`config.mk`:
```
export PLATFORM = sky130hd
export DESIGN_NAME = xchg_arbiter
export DESIGN_NICKNAME = d
export VERILOG_FILES = /design/src/rtl/xarb_pkg.sv /design/src/rtl/xarb_grant.sv /design/src/rtl/xarb_mem.sv /design/src/rtl/xchg_arbiter.sv
export SDC_FILE = /design/constraint.sdc
export NUM_CORES = 1
export LEC_CHECK = 0
export ABC_CLOCK_PERIOD_IN_PS = 2120
export BUFFER_PORTS_ARGS = -buffer_cell sky130_fd_sc_hd__clkbuf_2
export CAP_MARGIN = 20
export CORE_ASPECT_RATIO = 0.9
export CORE_UTILIZATION = 54
export CTS_BUF_LIST = sky130_fd_sc_hd__clkbuf_16
export DETAILED_ROUTE_END_ITERATION = 7
export GPL_TIMING_DRIVEN = 1
export PLACE_DENSITY = 0.8
export RECOVER_POWER = 25
export SLEW_MARGIN = 10
export SYNTH_ARGS = -nofsm -noshare
export SYNTH_HDL_FRONTEND = slang
export SYNTH_SLANG_ARGS = --single-unit
```
`constraint.sdc`:
```
create_clock -name clk -period 2.12 [get_ports clk]
set_clock_uncertainty 0.1 [all_clocks]
set_input_delay 0.318 -clock clk [delete_from_list [all_inputs] [get_ports clk]]
set_output_delay 0.318 -clock clk [all_outputs]
set_load 0.05 [all_outputs]
```
`src/rtl/xarb_pkg.sv`:
```
package xarb_pkg;

    typedef struct packed {
        logic [1:0] rdy;    // per-master completion pulse
        logic       last;   // master granted most recently
        logic       held;   // bus bound to owner
        logic       owner;  // master holding the bus
    } gstate_t;

    localparam gstate_t GSTATE_RST = '{rdy: 2'b00, last: 1'b1, held: 1'b0, owner: 1'b0};

endpackage

```
`src/rtl/xarb_grant.sv`:
```
module xarb_grant
    import xarb_pkg::*;
(
    input  logic       clk,
    input  logic       rst_n,
    input  logic [1:0] req,
    input  logic [1:0] lock,
    input  logic [1:0] we,
    output logic [1:0] gnt,
    output logic [1:0] ready
);

    gstate_t    s_q, s_d;
    logic [1:0] elig;
    logic       idx;

    always_comb begin
        for (int i = 0; i < 2; i++) begin
            elig[i] = req[i] & ~s_q.rdy[i] & (~s_q.held | (s_q.owner == 1'(i)));
        end
        if (elig == 2'b11) begin
            gnt = s_q.last ? 2'b01 : 2'b10;
        end else begin
            gnt = elig;
        end
        idx       = gnt[1];
        s_d       = s_q;
        s_d.rdy   = gnt;
        if (|gnt) begin
            s_d.last = idx;
            if (lock[idx] && !we[idx]) begin
                s_d.held  = 1'b1;
                s_d.owner = idx;
            end else if (s_q.held && we[idx]) begin
                s_d.held = 1'b0;
            end
        end
    end

    always_ff @(posedge clk) begin
        if (!rst_n) begin
            s_q <= GSTATE_RST;
        end else begin
            s_q <= s_d;
        end
    end

    assign ready = s_q.rdy;

    AST_ONE_GRANT: assert property (@(posedge clk) disable iff (!rst_n)
        $onehot0(gnt));

    AST_LOCK_EXCLUSIVE: assert property (@(posedge clk) disable iff (!rst_n)
        s_q.held |-> !gnt[~s_q.owner]);

    AST_READY_GAP_M0: assert property (@(posedge clk) disable iff (!rst_n)
        ready[0] |=> !ready[0]);

    AST_READY_GAP_M1: assert property (@(posedge clk) disable iff (!rst_n)
        ready[1] |=> !ready[1]);

endmodule

```
`src/rtl/xarb_mem.sv`:
```
module xarb_mem #(
    parameter int AW      = 3,
    parameter int DW      = 8,
    parameter int RST_VAL = 1
) (
    input  logic          clk,
    input  logic          rst_n,
    input  logic          en,
    input  logic          we,
    input  logic [AW-1:0] addr,
    input  logic [DW-1:0] wdata,
    output logic [DW-1:0] rdata
);

    localparam int DEPTH = 1 << AW;

    logic [DW-1:0] words_q [DEPTH];
    logic [DW-1:0] words_d [DEPTH];
    logic [DW-1:0] rdata_q, rdata_d;

    always_comb begin
        words_d = words_q;
        rdata_d = rdata_q;
        if (en) begin
            rdata_d = words_q[addr];
            if (we) begin
                words_d[addr] = wdata;
            end
        end
    end

    always_ff @(posedge clk) begin
        if (!rst_n) begin
            for (int i = 0; i < DEPTH; i++) begin
                words_q[i] <= DW'(RST_VAL);
            end
            rdata_q <= '0;
        end else begin
            words_q <= words_d;
            rdata_q <= rdata_d;
        end
    end

    assign rdata = rdata_q;

    AST_WRITE_LANDS: assert property (@(posedge clk) disable iff (!rst_n)
        (en && we) |=> (words_q[$past(addr)] == $past(wdata)));

endmodule

```
`src/rtl/xchg_arbiter.sv`:
```
module xchg_arbiter #(
    parameter int AW = 3,
    parameter int DW = 8
) (
    input  logic          clk,
    input  logic          rst_n,
    input  logic          m0_req,
    input  logic          m0_lock,
    input  logic          m0_we,
    input  logic [AW-1:0] m0_addr,
    input  logic [DW-1:0] m0_wdata,
    output logic          m0_ready,
    output logic [DW-1:0] m0_rdata,
    input  logic          m1_req,
    input  logic          m1_lock,
    input  logic          m1_we,
    input  logic [AW-1:0] m1_addr,
    input  logic [DW-1:0] m1_wdata,
    output logic          m1_ready,
    output logic [DW-1:0] m1_rdata
);

    logic [1:0]    gnt;
    logic [1:0]    rdy;
    logic          sel_we;
    logic [AW-1:0] sel_addr;
    logic [DW-1:0] sel_wdata;
    logic [DW-1:0] mem_rdata;

    xarb_grant u_grant (
        .clk   (clk),
        .rst_n (rst_n),
        .req   ({m1_req,  m0_req}),
        .lock  ({m1_lock, m0_lock}),
        .we    ({m1_we,   m0_we}),
        .gnt   (gnt),
        .ready (rdy)
    );

    always_comb begin
        if (gnt[1]) begin
            sel_we    = m1_we;
            sel_addr  = m1_addr;
            sel_wdata = m1_wdata;
        end else begin
            sel_we    = m0_we;
            sel_addr  = m0_addr;
            sel_wdata = m0_wdata;
        end
    end

    xarb_mem #(.AW(AW), .DW(DW), .RST_VAL(1)) u_mem (
        .clk   (clk),
        .rst_n (rst_n),
        .en    (|gnt),
        .we    (sel_we),
        .addr  (sel_addr),
        .wdata (sel_wdata),
        .rdata (mem_rdata)
    );

    assign m0_ready = rdy[0];
    assign m1_ready = rdy[1];
    assign m0_rdata = mem_rdata;
    assign m1_rdata = mem_rdata;

endmodule

```
==> out/metrics.cfg <==
[outcome]
status=finished, violations left
violations=negative setup slack

[yosys]
syn_nets=626
synth_edf_count=0
async_flop_share_pct=0
synth_warnings=0
synth.yosys.seq_area_share_pct=33.4
synth_cell_types=50
netlist_area_um2=4610
synth_cells=596
postSynthAreaPerCell_um2=7.74
synth_ff_type=dfxtp_1
ys_ff_latch=77

[clock_network]
cts_inserted_buffers=9
cts.sinks=77
cts_tree=done
clkLatencyLatePin_ns=0.35
cts-hold-fix-buffers=0
clockBufferDepth=2
clk_pin_slew_worst_paths_ns=0.07
root_buffer=clkbuf_16
cts_max_level=3

[timing]
rsz0062_at_grt=yes
period_minus_slack_ns=2.45
fin_tns_setup_ns=-7.73
fmax_mhz=408
finalHoldViolCount=0
tightestPinTransition_ns=0.973
relSlewSlack_pct=34.5
timing.final.crit_share_pct=116
final.setup.worst_slack_ns=-0.331
setup_viol=72
drv_slew=0

[finish]
fin_util_pct=83.7
drive_gt1_share_pct=44.9
most-common-layout-cells=dfxtp_1, nor3_1, buf_4, clkbuf_2, nor3_2
layout.cells.most_common=dfxtp_1
syn_to_final_growth_pct=47.8
diodes=0
finalNetCount=696

[placement]
place.gp.congestion=0.911
hpwl_um=9720
portBuffers=47

[global_route]
grt_util_all_layers_pct=38.5
grt-ovfl-total=0
grt_start_max_net_pins=35
antenna_found_initial=1
grt_pass1_vias=5026
grt_pass1_wl_um=26400

[critical_path]
cp_max_fo=16
path_class=flop to flop
startpoint_type=flop
crit_required_ns=2.31
worstPathArrival_ns=2.64
cp-end-kind=flop

[floorplanning]
die_y_um=89.7
die_w_um=99.4
dieArea_um2=8920
start_util_pct=56.6
rows=31
io_pins=48
core-area_um2=8150

[power_and_ir_drop]
ir_worst_vdd_v=0.000510
power.density_nw_per_um2=715
total_leakage_power_nw=2.32

[drt]
drtPass1Iterations=8
antenna_left=0
avgViaCountPerCell=7.59
wl_per_cell_um=26.5
wl_um=20400
first_iter_violations=941
vias=5846
drc=0

[job]
cap_violations=0

[min_path]
hp-class=input pin to flop

==> critical path: stages (launching register included) <==
cell and delay (ns):
dfxtp_4 0.38, and4bb_2 0.27, buf_12 0.15, buf_6 0.16, nor4_1 0.80, a311oi_4 0.13, o22ai_1 0.22, o41a_1 0.18
==> routing by layer <==
layer | track usage (%) | up-vias | part of all wire [%]
met1 | 46.6 | 2643 | 33
li1 | - | 2379 | -
met2 | 64.5 | 593 | 43
met4 | 21.5 | 0 | 9.8
met5 | 0 | - | 0
met3 | 8.90 | 231 | 15
==> power by group <==
group | total (W) | internal, W | switching (W)
Sequential | 0.00161 | 0.00153 | 0.0000859
Combinational | 0.00180 | 0.000691 | 0.00110
Clock | 0.00147 | 0.000798 | 0.000667
Total | 0.00487 | 0.00301 | 0.00186
==> Yosys cell counts (2+ instances only) <==
| cell | n | share of area [%] |
|---|---|---|
| o21ai_0 | 18 | 2.0 |
| clkbuf_1 | 33 | 2.7 |
| a311oi_1 | 18 | 3.4 |
| nor2b_1 | 3 | 0.41 |
| nor3_1 | 108 | 12 |
| o311ai_0 | 2 | 0.38 |
| inv_1 | 2 | 0.16 |
| and4_1 | 2 | 0.38 |
| nor4_1 | 20 | 2.7 |
| o21ai_1 | 7 | 0.76 |
| a21o_1 | 2 | 0.33 |
| o22ai_1 | 8 | 1.1 |
| nor3_2 | 4 | 0.87 |
| buf_6 | 4 | 0.98 |
| a32oi_1 | 17 | 3.2 |
| o41a_1 | 8 | 2.0 |
| dfxtp_1 | 77 | 33 |
| buf_2 | 28 | 3.0 |
| nand2b_1 | 37 | 5.0 |
| mux2_2 | 4 | 0.98 |
| mux2_4 | 4 | 1.3 |
| a21oi_1 | 75 | 8.1 |
| nand3_1 | 33 | 3.6 |
| nand2_1 | 25 | 2.0 |
| buf_4 | 10 | 1.6 |
| nor2_1 | 21 | 1.7 |
| or2_2 | 2 | 0.27 |
| a31oi_1 | 2 | 0.27 |
==> per-stage QoR <==
| stage | setup WS, ns | std cells | total power (W) | hold slack, ns | area (µm²) |
|---|---|---|---|---|---|
| floorplan | -0.0830 | 596 | 0.00248 | 0.344 | 4900 |
| global placement | -0.0981 | 730 | 0.00292 | 0.366 | 5620 |
| detailed placement | -0.130 | 730 | 0.00295 | 0.375 | 5620 |
| CTS | -0.0816 | 759 | 0.00451 | 0.231 | 6230 |
| global route | -0.632 | 770 | 0.00496 | 0.257 | 6820 |
| finish | -0.331 | 770 | 0.00487 | 0.265 | 6820 |
==> logic make-up (layout without fill, tap and decap cells) <==
| kind of cell | Yosys count | in the layout | share of synthesized area [%] |
|---|---|---|---|
| multiplexers | 9 | 9 | 2.50 |
| buffers and inverters | 79 | 154 | 8.68 |
| flip-flops | 77 | 77 | 33.4 |
| AND/OR/NAND/NOR | 263 | 263 | 30.6 |
| AO/OA/AOI/OAI | 168 | 168 | 24.8 |
==> timing repair <==
item | CTS | global route
resized for setup | 41 | 100
cloned | 4 | 4
pin swaps | 34 | 42
hold endpoints to repair | 0 | 0
buffers inserted | 9 | 10
endpoints found under the setup margin | 72 | 72
==> path summary, 6_finish.rpt <==
kind / from / end / slack (ns) / depth (start not counted)
min reg2reg: u_mem.words_q[33] / u_mem.words_q[33] / 0.41 / 2
max: u_grant.s_q[1] / u_mem.rdata[6] / -0.33 / 7
max reg2reg: u_grant.s_q[1] / u_mem.rdata[6] / -0.33 / 7
min: rst_n / u_mem.words_q[24] / 0.26 / 2
==> final cells by class <==
cell class | instances | area [µm²]
Inverter | 3 | 11.3
Clock buffer | 9 | 225
Fill cell | 413 | 1330
Multi-Input combinational cell | 440 | 3500
Clock inverter | 7 | 48.8
Timing Repair Buffer | 135 | 1360
Tap cell | 99 | 124
Sequential cell | 77 | 1560
==> sequential cells by signal, summed over array words and instances (netlist names) <==
signal         count
u_mem.words_q     64
u_mem.rdata        8
u_grant.s_q        3
u_grant.ready      2
No activity file was read; power rests on OpenSTA's default activity.
